==> src/rtl/kmod_pkg.sv <==
package kmod_pkg;
  typedef enum logic {
    DIR_UP   = 1'b0,
    DIR_DOWN = 1'b1
  } dir_e;
endpackage

==> src/rtl/kmod_decode.sv <==
// Select code to modulus: K = 2^(code + BASE_EXP), exponent capped at CNT_W-1.
module kmod_decode #(
  parameter int SEL_W    = 4,
  parameter int CNT_W    = 16,
  parameter int BASE_EXP = 3
) (
  input  logic [SEL_W-1:0] sel_i,
  output logic [CNT_W-1:0] k_o
);
  localparam int NCODE = 1 << SEL_W;
  localparam int MAXE  = CNT_W - 1;

  logic [CNT_W-1:0] k_tbl [NCODE];

  for (genvar g = 0; g < NCODE; g++) begin : g_code
    localparam int EXP = ((g + BASE_EXP) > MAXE) ? MAXE : (g + BASE_EXP);
    assign k_tbl[g] = CNT_W'(1) << EXP;
  end

  assign k_o = k_tbl[sel_i];
endmodule

==> src/rtl/kmod_step.sv <==
// Next-state logic for one counter-clock edge.
module kmod_step #(
  parameter int CNT_W = 16
) (
  input  logic             en_i,
  input  logic             dir_i,
  input  logic [CNT_W-1:0] cnt_i,
  input  logic [CNT_W-1:0] k_cur_i,
  input  logic [CNT_W-1:0] k_sel_i,
  output logic [CNT_W-1:0] cnt_o,
  output logic [CNT_W-1:0] k_o,
  output logic             carry_o,
  output logic             borrow_o
);
  import kmod_pkg::*;

  always_comb begin
    cnt_o    = cnt_i;
    k_o      = k_cur_i;
    carry_o  = 1'b0;
    borrow_o = 1'b0;
    if (en_i) begin
      if (dir_i == DIR_UP) begin
        if (cnt_i == k_cur_i) begin
          cnt_o   = '0;
          k_o     = k_sel_i;
          carry_o = 1'b1;
        end else begin
          cnt_o = cnt_i + CNT_W'(1);
        end
      end else begin
        if (cnt_i == '0) begin
          cnt_o    = k_sel_i;
          k_o      = k_sel_i;
          borrow_o = 1'b1;
        end else begin
          cnt_o = cnt_i - CNT_W'(1);
        end
      end
    end
  end
endmodule

==> src/rtl/kmod_loop_counter.sv <==
module kmod_loop_counter #(
  parameter int SEL_W    = 4,
  parameter int CNT_W    = 16,
  parameter int BASE_EXP = 3
) (
  input  logic             clk_i,
  input  logic             rst_i,
  input  logic             en_i,
  input  logic             dir_i,
  input  logic [SEL_W-1:0] ksel_i,
  output logic             carry_o,
  output logic             borrow_o
);
  logic [CNT_W-1:0] cnt_q, k_q;
  logic [CNT_W-1:0] k_sel, cnt_d, k_d;
  logic             carry_d, borrow_d;
  logic             live_q;

  kmod_decode #(
    .SEL_W(SEL_W), .CNT_W(CNT_W), .BASE_EXP(BASE_EXP)
  ) u_decode (
    .sel_i (ksel_i),
    .k_o   (k_sel)
  );

  kmod_step #(
    .CNT_W(CNT_W)
  ) u_step (
    .en_i     (en_i),
    .dir_i    (dir_i),
    .cnt_i    (cnt_q),
    .k_cur_i  (k_q),
    .k_sel_i  (k_sel),
    .cnt_o    (cnt_d),
    .k_o      (k_d),
    .carry_o  (carry_d),
    .borrow_o (borrow_d)
  );

  always_ff @(posedge clk_i) begin
    if (rst_i) begin
      k_q      <= k_sel;
      cnt_q    <= k_sel >> 1;
      carry_o  <= 1'b0;
      borrow_o <= 1'b0;
      live_q   <= 1'b0;
    end else begin
      k_q      <= k_d;
      cnt_q    <= cnt_d;
      carry_o  <= carry_d;
      borrow_o <= borrow_d;
      live_q   <= 1'b1;
    end
  end

  // never both pulses at once
  a_r6_no_both: assert property (@(posedge clk_i) disable iff (rst_i)
    !(carry_o && borrow_o));
  // pulses are single-cycle
  a_r6_carry_single: assert property (@(posedge clk_i) disable iff (rst_i)
    carry_o |=> !carry_o);
  a_r6_borrow_single: assert property (@(posedge clk_i) disable iff (rst_i)
    borrow_o |=> !borrow_o);
  // disabled edge holds count and yields no pulse
  a_r5_hold: assert property (@(posedge clk_i) disable iff (rst_i || !live_q)
    !en_i |=> ($stable(cnt_q) && !carry_o && !borrow_o));
  // a carry leaves the count at zero
  a_r2_carry_zero: assert property (@(posedge clk_i) disable iff (rst_i || !live_q)
    carry_o |-> (cnt_q == '0));
  // a borrow leaves the count at the active modulus
  a_r3_borrow_full: assert property (@(posedge clk_i) disable iff (rst_i || !live_q)
    borrow_o |-> (cnt_q == k_q));
  // the modulus changes only alongside a wrap
  a_r7_k_at_wrap: assert property (@(posedge clk_i) disable iff (rst_i || !live_q)
    !$stable(k_q) |-> (carry_o || borrow_o));
  // count bounded by modulus
  a_r8_bound: assert property (@(posedge clk_i) disable iff (rst_i || !live_q)
    cnt_q <= k_q);
endmodule

==> config.mk <==
export PLATFORM = sky130hd
export DESIGN_NAME = kmod_loop_counter
export DESIGN_NICKNAME = d
export VERILOG_FILES = /design/src/rtl/kmod_pkg.sv /design/src/rtl/kmod_decode.sv /design/src/rtl/kmod_step.sv /design/src/rtl/kmod_loop_counter.sv
export SDC_FILE = /design/constraint.sdc
export NUM_CORES = 1
export LEC_CHECK = 0
export BUFFER_PORTS_ARGS = -buffer_cell sky130_fd_sc_hd__clkbuf_2
export CAP_MARGIN = 30
export CORE_MARGIN = 4
export CORE_UTILIZATION = 35
export DETAILED_ROUTE_END_ITERATION = 10
export PLACE_DENSITY = 0.59
export SETUP_SLACK_MARGIN = 0.2
export SKIP_CTS_REPAIR_TIMING = 1
export SLEW_MARGIN = 20
export SYNTH_ARGS = -nofsm -noshare
export SYNTH_HDL_FRONTEND = slang
export SYNTH_SLANG_ARGS = --single-unit
==> constraint.sdc <==
create_clock -name clk_i -period 2.45 [get_ports clk_i]
set_clock_uncertainty 0.2 [all_clocks]
set_input_delay 0.1225 -clock clk_i [delete_from_list [all_inputs] [get_ports clk_i]]
set_output_delay 0.1225 -clock clk_i [all_outputs]
set_load 0.1 [all_outputs]
# Word-level counts from Yosys, hierarchy flattened
# Memory sizes are Yosys's and may differ from the RTL's.
# Index checks and enable logic that the tools add are counted.
# Widths: inputs -> output; s select.
[totals]
output_inout_bits = 2
elab_cells = 34
reg_bits = 34
rom_bits = 256
n_memories = 1
[mem_list]
columns = ["name", "depth", "word_bits", "read_ports", "rd_ports_with_merged_regs", "wr", "line_no", "rtl"]
rows = [
  ["(no name shown)", 16, 16, 1, 0, 0, "kmod_decode.sv:20", "assign k_o = k_tbl[sel_i];"],
]
[classes]
n_mux = 14
eq_ne = 2
addsub = 2
n_lt_le_gt_ge = 1
reduce_logical = 6
n_bitwise = 3
[ops]
columns = ["operator", "n"]
rows = [
  ["$mux 16", 10],
  ["$mux 15", 2],
  ["$add 16x1->16 const B", 1],
  ["$eq 16x16->1", 1],
  ["$logic_not 16->1", 1],
  ["$sub 16x1->16 const B", 1],
  ["$reduce_or 3->1", 2],
  ["$ge 5x5->1 const B", 1],
  ["$not 4->5", 1],
  ["$ne 3x2->1 const B", 1],
  ["$reduce_and 3->1", 1],
  ["$reduce_bool 3->1", 1],
  ["$mux 1", 2],
  ["$not 1->1", 2],
  ["$reduce_bool 2->1", 1],
]

# Depth between registers and ports, before layout
[depth]
depth_word = 8
ltp_mapped = 9

# Modules after synthesis
# Synthesis repeated with hierarchy kept, for this count alone.
[unflattened]
cells_unflattened = 398
area_unflattened_um2 = 3414.5
[by_module_without_submodules]
columns = ["module", "n_inst", "cells_per_inst", "seq_area_each_um2", "area_each_um2"]
rows = [
  ["kmod_step", 1, 305, 0.0, 1928.1],
  ["kmod_loop_counter", 1, 72, 680.7, 1216.2],
  ["kmod_decode", 1, 21, 0.0, 270.3],
]

# Worst setup path after synthesis
# OpenSTA, ideal clock, no wires.
[synth_path]
path_type = "register -> register"
start = "reg cnt_q[0]"
end = "reg k_q[10] (enable)"
arrival_ns = 1.985
stages_incl_launch_ff = 10
setup_slack_ns = -0.095
n_path_buf = 2
setup_ns = 0.360
path_cell_list = "edfxtp_1 > clkbuf_1 > inv_1 > ha_1 > nor3b_1 > nand4_1 > buf_2 > o21ai_1 > o21bai_1 > and2_1"
[synth_between]
elab_chain_cells = 3
word_cells_on_any_way = 5
[synth_rtl]
columns = ["element", "line_no", "rtl"]
rows = [
  ["start, declared", "kmod_loop_counter.sv:14", "logic [CNT_W-1:0] cnt_q, k_q;"],
  ["start signal, assigned", "kmod_loop_counter.sv:43", "cnt_q <= k_sel >> 1;"],
  ["start signal, assigned", "kmod_loop_counter.sv:49", "cnt_q <= cnt_d;"],
  ["$logic_not 16->1 or $eq 16x16->1 (tied branches)", "kmod_step.sv:32, kmod_step.sv:24", ""],
  ["$ne 3x2->1 (no line) or $reduce_bool 3->1 (tied branches)", "-", ""],
  ["$reduce_and 3->1 (no line) *", "-", ""],
  ["end signal, assigned", "kmod_loop_counter.sv:42", "k_q <= k_sel;"],
  ["end signal, assigned", "kmod_loop_counter.sv:48", "k_q <= k_d;"],
  ["end, declared", "kmod_loop_counter.sv:14", ""],
]
# Mark *: on every way between the ends. The rest lies on a longest branch, timed or not.
# A chain may end at the register's enable or synchronous reset.

# Worst setup path after layout
[layout_path]
start = "reg cnt_q[7]"
end = "reg k_q[5] (enable)"
# Same word-level chain as after synthesis.

==> flow_summary_export.csv <==
group,metric,value,unit
run,maxCapViolations,0,
timing,drv_slew,0,
drt,drtIter0Drc,202,
drt,viasPerCell,5.58,
logic_synthesis,seq_area_frac_synth,39.2,%
clocking,cts_buffers,5,
clocking,cts_root_buf,"clkbuf_8",
global_route,grt_pass1_wl,10100,µm
global_route,grt_overflow_total,0,
status,run_status,"finished, final reports clean",
cells_and_area,layout-drive-gt1-share,25.1,%
critical_path,critical_path_class,"reg2reg",
drt,ant_nets,0,
global_route,grt_max_degree,20,
logic_synthesis,ys_seq_elements,31,
placed_design,portBuffers,9,
critical_path,crit_arrival,2.05,ns
logic_synthesis,syn_inst,244,
timing,hold_violations,0,
clocking,clkSinkCount,31,
critical_path,critPathCaptureType,"flip-flop",
die,io_pins,10,
logic_synthesis,synth_enable_flop_cells,28,
critical_path,crit_slowest_cell,"edfxtp_1",
critical_path,worst-path-buf-inv,0,
power,p_leak,1.03,nW
min_path,hp-class,"in2reg",
cells_and_area,area_delta_synth_final,21.6,%
global_route,grtUsageTotal,17.3,%
cells_and_area,num_antenna_cells,0,
critical_path,critPathMaxFanout,7,
power,power_density,541,mW/mm²
logic_synthesis,ys.flop_type,"edfxtp_1",
die,core_area,0.00635,mm²
die,fp.dieH,89.0,µm
cells_and_area,fill_cells,609,
placed_design,hpwl,4550,µm
placed_design,routabilityCongestion,0.945,
timing,rsz0062_at_grt,"yes",
cells_and_area,finish.utilization,44.0,%
timing,setup_viol,0,
critical_path,crit_family,"simple AND/OR/NAND/NOR gates",
timing,period_minus_slack,2.26,ns
timing,timing.final.crit_share,92.2,%
die,design.die.area,0.00793,mm²
drt,vias,1988,
logic_synthesis,synth_nets,255,
timing,tightest_slew,0.544,ns
logic_synthesis,synth_area,0.00230,mm²
logic_synthesis,synth_cell_types,47,
power,irDropWorstVdd,0.000329,V
clocking,path_clk_slew,0.07,ns
cells_and_area,finalNetCount,289,
clocking,cts_tree,"yes",
global_route,antenna_found_initial,0,
logic_synthesis,synth_warnings,0,
critical_path,required,2.25,ns
timing,max_clock_freq,443,MHz
clocking,cts_max_level,2,
die,initial_core_util,36.2,%
critical_path,cp_cell_sequence,"xor2_1 > nor4_1 > nand4_1 > o21bai_2 > and2_4",
die,die_w,89.0,µm
drt,wl_per_cell,17.9,µm
logic_synthesis,synth-async-reset-ratio,0,%
drt,wl,6390,µm
clocking,clk_latency,0.29,ns
clocking,ctsLongestPathBuffers,2,
drt,dr.pass1.iters,5,
timing,relSlewSlack,63.4,%
logic_synthesis,syn_avg_cell_area,9.42,µm²
drt,drc,0,
critical_path,max_stage_delay,0.46,ns
timing,setup_tns,0,ns
die,rows,29,
critical_path,startpoint_type,"flip-flop",
global_route,grt_pass1_vias,1836,
## logic make-up (layout without fill, tap and decap cells)
group / Yosys count / count (layout) / share of synthesized area [%]
AND/OR/NAND/NOR: 98 / 99 / 25.6
flip-flops: 31 / 31 / 39.2
adder cells (fa/ha/maj): 3 / 3 / 1.63
AO/OA/AOI/OAI: 47 / 47 / 14.3
XOR/XNOR: 37 / 37 / 14.1
buffers and inverters: 28 / 62 / 5.23
## state kept, by name, indices dropped and copies added (netlist names)
register	flops
carry_o	1
cnt_q	16
borrow_o	1
k_q	13
## cells in the mapped netlist, drive strengths merged, types with 2 or more instances
library cell	count	area share, %
edfxtp	28	37
nand2	19	3.1
xor2	19	7.2
nor2	18	2.9
xnor2	18	6.9
clkbuf	14	2.3
o211ai	11	3.6
nor3	10	2.2
nand3	9	2.5
o21ai	9	2.0
nor4	8	3.8
buf	7	1.8
inv	7	1.1
nand4	7	1.9
a21oi	5	1.1
o21a	5	1.6
a31oi	4	1.1
and4	4	1.5
nand2b	4	1.1
nor3b	4	1.3
and2	3	0.82
and3	3	0.82
dfxtp	3	2.6
ha	3	1.6
a221o	2	0.87
nand4b	2	0.76
o41ai	2	0.76
or3	2	0.54
## through the flow
step	power (W)	hold WS [ns]	setup WS, ns	cell area [µm²]	instances
finish	0.00151	0.0510	0.191	2800	356
global route	0.00158	0.0710	0.0953	2800	356
CTS	0.00146	-0.135	0.153	2620	342
detailed placement	0.00107	0.171	0.185	2540	334
global placement	0.00107	0.175	0.229	2540	334
floorplan	0.000941	0.0363	0.149	2310	244
## layout by cell type (no fill, tap or decap), drive strengths merged, types with 2 or more instances in the layout
cell,n
edfxtp,28
o41ai,2
and2,4
nand4b,2
o211ai,11
xnor2,18
a221o,2
dfxtp,3
nand2,19
o21ai,9
nor3b,4
xor2,19
a21oi,5
nor4,8
inv,7
nor2,18
nand2b,4
clkinv,2
ha,3
a31oi,4
nand3,9
and4,4
clkbuf,15
and3,3
or3,2
o21a,5
nand4,7
nor3,10
buf,37
## power breakdown
| group | internal (W) | switching (W) |
|---|---|---|
| Sequential | 0.000628 | 0.0000373 |
| Combinational | 0.000205 | 0.000244 |
| Clock | 0.000195 | 0.000203 |
| Total | 0.00103 | 0.000484 |
## layer usage
layer	GRT usage [%]	vias up	share of wire, %	routed length, µm
met1	24.8	941	45	2880
met4	5.82	0	1.9	121
met2	26.0	70	47	2970
li1	-	969	-	-
met3	3.41	8	6.5	415
met5	0	-	0	0
## cell type report
| type | count | area [µm²] | share of cell area (%) |
|---|---|---|---|
| multi-input cells | 186 | 1340 | 47.9 |
| well taps | 77 | 96.3 | 3.45 |
| flip-flops and latches | 31 | 901 | 32.2 |
| inverters | 7 | 26.3 | 0.940 |
| clock buffers | 6 | 72.6 | 2.60 |
| clock inverters | 2 | 8.76 | 0.313 |
| repair buffers | 47 | 352 | 12.6 |
## path summary, 6_finish.rpt
check | endpoint | startpoint | cells past startpoint | slack (ns)
setup / recovery | k_q[5] | cnt_q[7] | 5 | 0.19
setup reg to reg | k_q[5] | cnt_q[7] | 5 | 0.19
hold reg to reg | cnt_q[0] | cnt_q[0] | 2 | 0.56
hold / removal | k_q[11] | ksel_i[1] | 2 | 0.05
No activity file was read; power rests on OpenSTA's default activity.
